### src/rtl/flash_unlock_decoder.sv
module flash_unlock_decoder #(
  parameter int AW = 20,
  parameter int DW = 16,
  parameter int CAW = 15,
  parameter int SECT_BITS = 10,
  parameter int BLK_BITS = 15,
  parameter int PROT_BITS = 3
) (
  input  logic          clk,
  input  logic          rst,
  input  logic          wr_en,
  input  logic [AW-1:0] wr_addr,
  input  logic [DW-1:0] wr_data,
  input  logic          wp_n,
  input  logic          busy,
  input  logic [AW-1:0] rd_addr,
  output logic          op_valid,
  output logic [2:0]    op_kind,
  output logic          op_bank,
  output logic [AW-1:0] op_addr,
  output logic [DW-1:0] op_data,
  output logic          op_guard,
  output logic          id_mode,
  output logic          ev_mode,
  output logic [DW-1:0] id_data
);
  localparam logic [CAW-1:0] KEY_A = CAW'(16'h5555);
  localparam logic [CAW-1:0] KEY_B = CAW'(16'h2AAA);
  localparam logic [2:0] K_PGM = 3'd1, K_SEC = 3'd2, K_BLK = 3'd3, K_CHIP = 3'd4;

  typedef enum logic [2:0] {S_IDLE, S_U1, S_U2, S_PGM, S_E3, S_E4, S_E5} st_t;
  st_t st;

  logic [7:0] dlo;
  logic at_a, at_b, in_prot, blocked, take;
  assign dlo     = wr_data[7:0];
  assign at_a    = wr_addr[CAW-1:0] == KEY_A;
  assign at_b    = wr_addr[CAW-1:0] == KEY_B;
  assign in_prot = &wr_addr[AW-1:AW-PROT_BITS];
  assign blocked = !wp_n && in_prot;
  assign take    = wr_en && !busy;

  always_ff @(posedge clk) begin
    if (rst) begin
      st <= S_IDLE;
      id_mode <= 1'b0;
      ev_mode <= 1'b0;
      op_valid <= 1'b0;
      op_kind <= '0;
      op_bank <= 1'b0;
      op_addr <= '0;
      op_data <= '0;
      op_guard <= 1'b0;
    end else begin
      op_valid <= 1'b0;
      op_guard <= 1'b0;
      if (take) begin
        st <= S_IDLE;
        case (st)
          S_IDLE: if (at_a && dlo == 8'hAA) st <= S_U1;
          S_U1:   if (at_b && dlo == 8'h55) st <= S_U2;
          S_U2: if (at_a) begin
            case (dlo)
              8'hA0: if (!id_mode) st <= S_PGM;
              8'h80: if (!id_mode) st <= S_E3;
              8'h90: id_mode <= 1'b1;
              8'hF0: begin id_mode <= 1'b0; ev_mode <= 1'b0; end
              default: ;
            endcase
          end
          S_PGM: if (!blocked) begin
            op_valid <= 1'b1;
            op_kind <= K_PGM;
            op_bank <= &wr_addr[AW-1:AW-2];
            op_addr <= wr_addr;
            op_data <= wr_data;
          end
          S_E3: if (at_a && dlo == 8'hAA) st <= S_E4;
          S_E4: if (at_b && dlo == 8'h55) st <= S_E5;
          S_E5: begin
            if (dlo == 8'hB0 && at_a) ev_mode <= 1'b1;
            if ((dlo == 8'h10 && at_a) || ((dlo == 8'h30 || dlo == 8'h50) && !blocked)) begin
              op_valid <= 1'b1;
              op_bank <= &wr_addr[AW-1:AW-2];
              op_data <= '0;
              if (dlo == 8'h10) begin
                op_kind <= K_CHIP;
                op_addr <= {wr_addr[AW-1:AW-2], {(AW-2){1'b0}}};
                op_guard <= !wp_n;
              end else if (dlo == 8'h30) begin
                op_kind <= K_SEC;
                op_addr <= {wr_addr[AW-1:SECT_BITS], {SECT_BITS{1'b0}}};
              end else begin
                op_kind <= K_BLK;
                op_addr <= {wr_addr[AW-1:BLK_BITS], {BLK_BITS{1'b0}}};
              end
            end
          end
          default: st <= S_IDLE;
        endcase
      end
    end
  end

  assign id_data = !id_mode ? '0 :
                   (rd_addr[AW-3:0] == '0) ? DW'(16'h0062) :
                   (rd_addr[AW-3:0] == (AW-2)'(1)) ? (&rd_addr[AW-1:AW-2] ? DW'(16'h257E) : DW'(16'h257D)) :
                   '0;

  assert_busy_ignored_R10: assert property (@(posedge clk) disable iff (rst)
    busy |=> !op_valid && $stable(id_mode) && $stable(ev_mode));

  assert_protect_R6: assert property (@(posedge clk) disable iff (rst)
    op_valid && !$past(wp_n) && op_kind != K_CHIP |-> op_addr[AW-1:AW-PROT_BITS] != '1);

  assert_op_from_write_R2: assert property (@(posedge clk) disable iff (rst)
    op_valid |-> $past(wr_en) && !$past(busy));

  assert_no_op_in_id_R8: assert property (@(posedge clk) disable iff (rst)
    op_valid |-> !$past(id_mode));

  assert_reset_R11: assert property (@(posedge clk)
    rst |=> !id_mode && !ev_mode && !op_valid);
endmodule

### config.mk
export PLATFORM = sky130hd
export DESIGN_NAME = flash_unlock_decoder
export DESIGN_NICKNAME = d
export VERILOG_FILES = /design/src/rtl/flash_unlock_decoder.sv
export SDC_FILE = /design/constraint.sdc
export NUM_CORES = 1
export LEC_CHECK = 0
export ABC_AREA = 0
export BUFFER_PORTS_ARGS = -buffer_cell sky130_fd_sc_hd__buf_4
export CORE_MARGIN = 2
export CORE_UTILIZATION = 43
export CTS_BUF_LIST = sky130_fd_sc_hd__clkbuf_4 sky130_fd_sc_hd__clkbuf_8
export DETAILED_ROUTE_END_ITERATION = 12
export MAX_ROUTING_LAYER = met4
export PLACE_DENSITY = 0.78
export SETUP_SLACK_MARGIN = 0.2
export SLEW_MARGIN = 20
export SYNTH_ARGS = -nofsm -noshare
export SYNTH_HDL_FRONTEND = slang
export SYNTH_SLANG_ARGS = --single-unit
### constraint.sdc
create_clock -name clk -period 1.8 [get_ports clk]
set_clock_uncertainty 0.05 [all_clocks]
set_input_delay 0.18 -clock clk [delete_from_list [all_inputs] [get_ports clk]]
set_output_delay 0.18 -clock clk [all_outputs]
set_load 0.02 [all_outputs]
-- After elaboration in Yosys (flattened, before gate mapping)
Cells that the tools add are included.
- word-level logic and storage cells: 99
- bits in registers: 47
- bits of input ports: 61
- muxes and demuxes: 37
- bitwise logic cells: 4
- reduce and logical (&&, ||, !) cells: 25
- equality and inequality tests: 24
- operator list (kind ; number):
    $eq 8x8->1 const B ; 6
    $mux 14 ; 3
    $mux 20 ; 2
    $pmux 20 s2 ; 1
    $mux 16 ; 2
    $pmux 16 s2 ; 1
    $mux 3 ; 7
    $eq 18x1->1 const B ; 1
    $logic_not 18->1 ; 1
    $mux 18 ; 1
    $eq 8x7->1 const B ; 2
    $eq 15x14->1 const B ; 1
    $eq 15x15->1 const B ; 1
    $mux 15 ; 1
    $pmux 3 s5 ; 1
    $pmux 3 s2 ; 2
    $eq 3x3->1 const B ; 3
    $mux 1 ; 9
    $eq 8x5->1 const B ; 1
    $eq 8x6->1 const B ; 1
    $ne 2x2->1 const B ; 4
    $pmux 1 s2 ; 4
    $reduce_and 4->1 ; 2
    $logic_and 1x1->1 ; 7
    14 further kinds ; 26

-- Longest topological paths before layout
Gate-level depths: netlist of the first run.
- depth after elaboration: 7
- gate-level depth with buffers: 7
- depth with buffers taken out: 5

-- Worst setup path after synthesis of the first run
OpenSTA, ideal clock, no wires.
- path kind: flip-flop to output port
- start: register id_mode
- end: output id_data[0]
- data arrival time: 2.532 ns
- setup slack: -0.962 ns
- buffers on the path: 0
- required time: 1.570 ns
- cell stages (with the launch flop): 6
- cells stage by stage: dfxtp_1 > nor4b_1 > nand3_1 > nor4_1 > and2_1 > a21boi_1
- word-level cells in the longest chain between the ends: 1
- RTL lines (what ; line ; RTL):
    from (decl) ; 23 ; output logic id_mode,
    from (signal assigned) ; 46 ; id_mode <= 1'b0;
    from (signal assigned) ; 66 ; 8'h90: id_mode <= 1'b1;
    from (signal assigned) ; 67 ; 8'hF0: begin id_mode <= 1'b0; ev_mode <= 1'b0; end
    $mux 14 ; 105 ; assign id_data = !id_mode ? '0 :
    to (decl) ; 25 ; output logic [DW-1:0] id_data
Every way passes these cells.

-- Worst setup path in the final report of the first run
Ends and elaborated chain as after synthesis.

==> results of run 1 <==
through the flow:
step | instances | setup TNS [ns] | power [mW] | instance area, sq um | util [%]
6_report | 515 | -1.07 | 1.96 | 4340 | 78.3
5_1_grt | 515 | -2.16 | 2.03 | 4340 | 78.3
4_1_cts | 505 | -0.699 | 1.93 | 4100 | 74.0
3_5_place_dp | 472 | -0.412 | 1.31 | 3470 | 62.6
3_3_place_gp | 472 | -0.0940 | 1.31 | 3470 | 62.6
2_1_floorplan | 298 | -0.402 | 1.17 | 2570 | -
cells in the mapped netlist (2+ instances only):
cell type,instances
o21ai_1,39
or4_1,2
nand2b_1,7
buf_6,7
nand3_1,7
nor4b_1,3
a21boi_1,2
and4bb_2,2
buf_2,8
nand2_1,10
nand4_2,2
nor2b_1,6
clkbuf_1,11
nor3_1,3
a21oi_1,41
nand4b_1,4
dfxtp_1,47
nand4_1,37
buf_4,12
nor2_1,7
o21ai_0,4
nor4_1,7
sequential cells by signal, summed over array words and instances, names as in the netlist:
| name | cells |
|---|---|
| op_bank | 1 |
| op_data | 16 |
| st | 3 |
| op_guard | 1 |
| op_valid | 1 |
| op_kind | 3 |
| id_mode | 1 |
| ev_mode | 1 |
| op_addr | 20 |
cell type report:
cell class / count / area, sq um / share of cell area [%]
Clock buffer: 5 / 68.8 / 1.59
Sequential cell: 47 / 956 / 22.0
Multi-Input combinational cell: 218 / 1730 / 39.9
Clock inverter: 2 / 13.8 / 0.317
Tap cell: 72 / 90.1 / 2.08
Timing Repair Buffer: 171 / 1480 / 34.1
layer usage:
metal | track usage, % | vias to the layer above | wire length [um] | share of wire (%)
met5 | - | - | 0 | 0
met4 | 12.4 | 0 | 565 | 5.0
met3 | 6.07 | 73 | 1210 | 11
met2 | 51.8 | 287 | 5390 | 48
met1 | 40.1 | 1588 | 4080 | 36
li1 | - | 1412 | - | -
logic make-up after synthesis:
group,share of synthesized area [%]
and+or+nand+nor,29.7
AOI/OAI and AO/OA,21.4
DFF,37.8
buffers and inverters,10.2
xor gates and xnor gates,0.352
muxes,0.402
other,0.151
timing repair:
item | 4_1_cts | 5_1_grt
cloned | 9 | 0
buffers inserted | 17 | 10
endpoints found under the setup margin | 53 | 57
resized for setup | 62 | 38
pin swaps | 82 | 29
tightest hold or removal path, stage by stage:
cell and delay, ns:
buf_4 0.08, or4_1 0.09, a21oi_1 0.04
power groups by stage:
stage / Combinational [mW] / Sequential, mW / Clock [mW]
after detailed placement: 0.252 / 1.06 / 0
after floorplan: 0.104 / 1.06 / 0
after CTS: 0.265 / 1.04 / 0.627
final: 0.291 / 1.03 / 0.635
after global routing: 0.301 / 1.03 / 0.697
after global placement: 0.252 / 1.06 / 0
how the worst min path moves through the flow:
stage / to / slack [ns] / depth (start not counted)
detailed placement: op_guard / 0.39 / 3
global route: op_guard / 0.07 / 3
finish: op_guard / 0.08 / 3
floorplan: op_addr[10] / 0.27 / 2
CTS: op_guard / 0.08 / 3
global placement: op_guard / 0.40 / 3
==> metrics.csv, run 1 <==
metric;value;unit
outcome;finished with violations;
failed_checks;negative setup slack;
synth_edf_count;0;
grt_setup_unrepaired;yes;
cp-startpoint;id_mode;
drv_slew;0;
grt_pass1_wl;15.5;mm
crit_family;simple AND/OR/NAND/NOR gates;
leakagePower;1.69;nW
worstReg2RegEnd;op_addr[4];
cp-start-kind;flip-flop;
p_clk_share;32.4;%
ys_ff_latch;47;
synth_cell_type_count;47;
endpoint;id_data[0];
cts_buffers;5;
clk_latency;0.30;ns
drive_gt1_share;56.7;%
worstHoldPathType;in2reg;
hp-start;wp_n;
synth_area;2490;sq um
critical_path_class;reg2out;
power_frac_comb;14.9;%
crit_arrival;1.74;ns
dieArea;6410;sq um
grt-ovfl-total;0;
p_int;1.42;mW
fillers;355;
final_nets;504;
synthArstFlopShare;0;%
grt_usage;32.2;%
cts_tree;done;
htree_levels;2;
cp_num_buf_inv;1;
hold_viol;0;
cp-end-kind;output pin;
cts_sinks;47;
clockBufferDepth;2;
yosys.area.top_type;dfxtp_1;
drt-vias-per-instance;6.52;
dieWidth;80.1;um
switchingPower;0.536;mW
path_max_fanout;2;
slowest_delay;0.35;ns
finalCriticalPeriod;1.97;ns
portBuffers;114;
power.density;452;nW/um^2
die_h;80.1;um
p_sw_share;27.4;%
yosysSeqAreaShare;37.8;%
cap_viol_max_count;0;
crit_cells;6;
avgSynthCellArea;8.49;sq um
peakVddDrop;0.468;mV
cp.required;1.57;ns
synth_area_leaders;dfxtp_1 (38%), nand4_1 (9.3%), a21oi_1 (8.2%);
clk_pin_slew_worst_paths;0.08;ns
drc;0;
r2r_slack;-0.01;ns
antenna_found_initial;0;
rows;27;
place_ws;-0.0826;ns
clockRootBuffer;clkbuf_8;
finalWorstSetupSlack;-0.171;ns
synthFlopType;dfxtp_1;
wirelength;11.2;mm
cts_hold_buf;0;
place_congestion;0.871;
wl_per_cell;21.8;um
yosys_warnings;0;
whs;0.0762;ns
grt_pass1_vias;3037;
tightest_slew;0.569;ns
coreArea;5540;sq um
yosysTopAreaCellShare;37.8;%
drtIter0Drc;339;
grt_max_degree;49;
r2r_start;st[0];
fmax;507;MHz
n_antenna_cell;0;
syn_inst;293;
rr_worst_depth;7;
power_frac_seq;52.7;%
slew_headroom;62.1;%
initial_core_util;44.9;%
fin_crit_sh;110;%
dp_hpwl;5.65;mm
setup_viol;12;
postRouteAntennaNets;0;
areaGrowthSynthToFinish;74.4;%
slowest_stage;dfxtp_4;
vias;3360;
worstPathCellList;nor4b_4, nand3_2, nor4_4, and2_4, a21boi_4, buf_6;
final_common_cell;buf_4;
io_pins;121;
final_cell_mix;buf_4 (137), dfxtp_1 (43), nand4_1 (37), a21oi_1 (30), buf_6 (29);
firstDrtPassIters;6;
Note: power is estimated with default switching activity, not from simulation.
==> run 2, diff against run 1 <==
--- a/config.mk
+++ b/config.mk
@@ -5,14 +5,14 @@
 export SDC_FILE = /design/constraint.sdc
 export NUM_CORES = 1
 export LEC_CHECK = 0
-export ABC_AREA = 0
+export ABC_AREA = 1
 export BUFFER_PORTS_ARGS = -buffer_cell sky130_fd_sc_hd__buf_4
 export CORE_MARGIN = 2
-export CORE_UTILIZATION = 43
+export CORE_UTILIZATION = 45
 export CTS_BUF_LIST = sky130_fd_sc_hd__clkbuf_4 sky130_fd_sc_hd__clkbuf_8
 export DETAILED_ROUTE_END_ITERATION = 12
 export MAX_ROUTING_LAYER = met4
-export PLACE_DENSITY = 0.78
+export PLACE_DENSITY = 0.79
 export SETUP_SLACK_MARGIN = 0.2
 export SLEW_MARGIN = 20
 export SYNTH_ARGS = -nofsm -noshare
==> metrics.csv, run 2 <==
metric;value;unit
fin_crit_sh;93.2;%
p_clk_share;37.2;%
clockRootBuffer;clkbuf_8;
drt-vias-per-instance;5.00;
initial_core_util;45.9;%
cp-start-kind;flip-flop;
syn_inst;489;
crit_arrival;1.88;ns
wl_per_cell;13.2;um
power.density;490;nW/um^2
cts_hold_buf;0;
slowest_delay;0.34;ns
synthFlopType;dfxtp_1;
coreArea;6280;sq um
dp_cells;667;
avgSynthCellArea;5.89;sq um
clockBufferDepth;2;
yosys.area.top_type;dfxtp_1;
reg_top3;op_addr x20, op_data x16;
finalCriticalPeriod;1.68;ns
peakVddDrop;0.362;mV
rows;29;
place_ws;-0.109;ns
largest_register_ffs;20;
firstDrtPassIters;5;
drc;0;
final_cell_mix;nand2_1 (129), buf_4 (129), nor2_1 (81), inv_1 (60), dfxtp_1 (43);
yosysTopAreaCellShare;32.7;%
whs;0.00617;ns
synth_area;2880;sq um
synth_commonest_cells;nand2_1 (136), nor2_1 (92), inv_1 (63);
synth_edf_count;0;
final_area;4390;sq um
antenna_found_initial;0;
synth_area_leaders;dfxtp_1 (33%), nand2_1 (18%), nor2_1 (12%);
drtIter0Drc;227;
leakagePower;2.27;nW
power_frac_comb;14.7;%
slowest_stage;dfxtp_2;
dp_hpwl;6.01;mm
instances_no_fill;695;
outcome;complete, no violations;
crit_family;simple AND/OR/NAND/NOR gates;
place_congestion;0.955;
worstHoldPathType;in2reg;
top_register;op_addr;
drive_gt1_share;35.1;%
synthArstFlopShare;0;%
power_frac_seq;48.1;%
p_int;1.59;mW
cts_buffers;5;
areaGrowthSynthToFinish;52.3;%
postRouteAntennaNets;0;
drv_slew;0;
switchingPower;0.561;mW
clk_latency;0.30;ns
grt_usage;22.9;%
cts_tree;done;
dieArea;7060;sq um
setup_viol;0;
io_pins;121;
synth_cell_type_count;29;
grt_setup_unrepaired;yes;
grt_pass1_vias;3042;
cp.required;2.00;ns
clk_pin_slew_worst_paths;0.09;ns
vias;3478;
cp-end-kind;flip-flop;
wirelength;9.16;mm
fmax;596;MHz
portBuffers;114;
die_h;84.0;um
p_sw_share;26.1;%
grt_max_degree;31;
final_nets;678;
critical_path_class;reg2reg;
placed_cell_area;3800;sq um
path_max_fanout;7;
worstPathCellList;inv_2, nand2_2, nor2_4, inv_2, nor2_4, nand2_4, nand3_4, buf_12, nand2_8, nand2_2, nand2_1, nor2_1;
hold_viol;0;
cp_num_buf_inv;3;
finalSetupTns;0;ns
cts_sinks;47;
ys_ff_latch;47;
grt-ovfl-total;0;
htree_levels;2;
grt_pass1_wl;13.1;mm
yosysMostFrequentCell;nand2_1;
yosysSeqAreaShare;32.7;%
finalWorstSetupSlack;0.122;ns
yosys_warnings;0;
n_antenna_cell;0;
cap_viol_max_count;0;
dieWidth;84.0;um
run 2: cell types whose count changed in the layout (fill, tap and decap cells not counted), moves of 11 or more:
cell,previous run,this run
o21ai_2,14,0
nand3_1,3,27
nand2_1,8,129
nor2_1,6,81
nor2_2,1,12
buf_6,29,10
nand4_1,37,4
inv_1,0,60
o21ai_1,25,0
run 2: worst register-to-register path: stages, from the launching register on:
cell and delay, ns:
dfxtp_2 0.34, inv_2 0.06, nand2_2 0.06, nor2_4 0.14, inv_2 0.07, nor2_4 0.13, nand2_4 0.08, nand3_4 0.21
buf_12 0.18, nand2_8 0.08, nand2_2 0.06, nand2_1 0.05, nor2_1 0.10
run 2: worst paths after layout:
check	startpoint	to	slack, ns	cells after the start
worst max-delay path	st[0]	op_addr[8]	0.12	12
worst min-delay path	rst	st[1]	0.006	2
worst max register to register	st[0]	op_addr[8]	0.12	12
worst min register to register	ev_mode	ev_mode	0.42	2
run 2: cells by family (layout without fill, tap and decap cells):
family          after synthesis  in the layout  synth area share, %
simple gates                304            308                 45.1
flops                        47             47                 32.7
buf+inv                     101            221                 15.7
compound gates               36             36                 6.47
other cells                   1              6                0.130
run 2: cell type report:
cell class                 count  area [sq um]
multi-input combinational    350          1770
clock buffer                   5          68.8
tap                           77          96.3
sequential                    47           951
timing repair buffer         145          1200
clock inverter                 3          46.3
inverter                      68           255
fill                         527          1890
run 2: metrics by stage:
step / power (mW) / utilization, %
finish: 2.15 / 69.9
global route: 2.24 / 69.9
CTS: 2.15 / 63.8
detailed placement: 1.35 / 60.5
global placement: 1.35 / 60.5
floorplan: 1.20 / -
run 2: repair_timing:
item / CTS / global route
cloned: 1 / 6
buffers inserted: 4 / 9
pin swaps: 3 / 11
resized for setup: 10 / 55
endpoints found under the setup margin: 41 / 53
run 2: power by group through the flow:
stage	registers [mW]	logic [mW]	clock network, mW
2_1_floorplan	1.06	0.138	0
3_3_place_gp	1.06	0.283	0
3_5_place_dp	1.06	0.286	0
4_1_cts	1.04	0.289	0.821
5_1_grt	1.04	0.345	0.864
6_report	1.04	0.317	0.800
run 2: routing by layer:
metal  up-vias  wire, um  track usage [%]
met2       160      4700             39.8
met3        19       650             4.15
met1      1560      3660             27.1
li1       1739         -                -
met4         0       158             6.45
met5         -         0                -
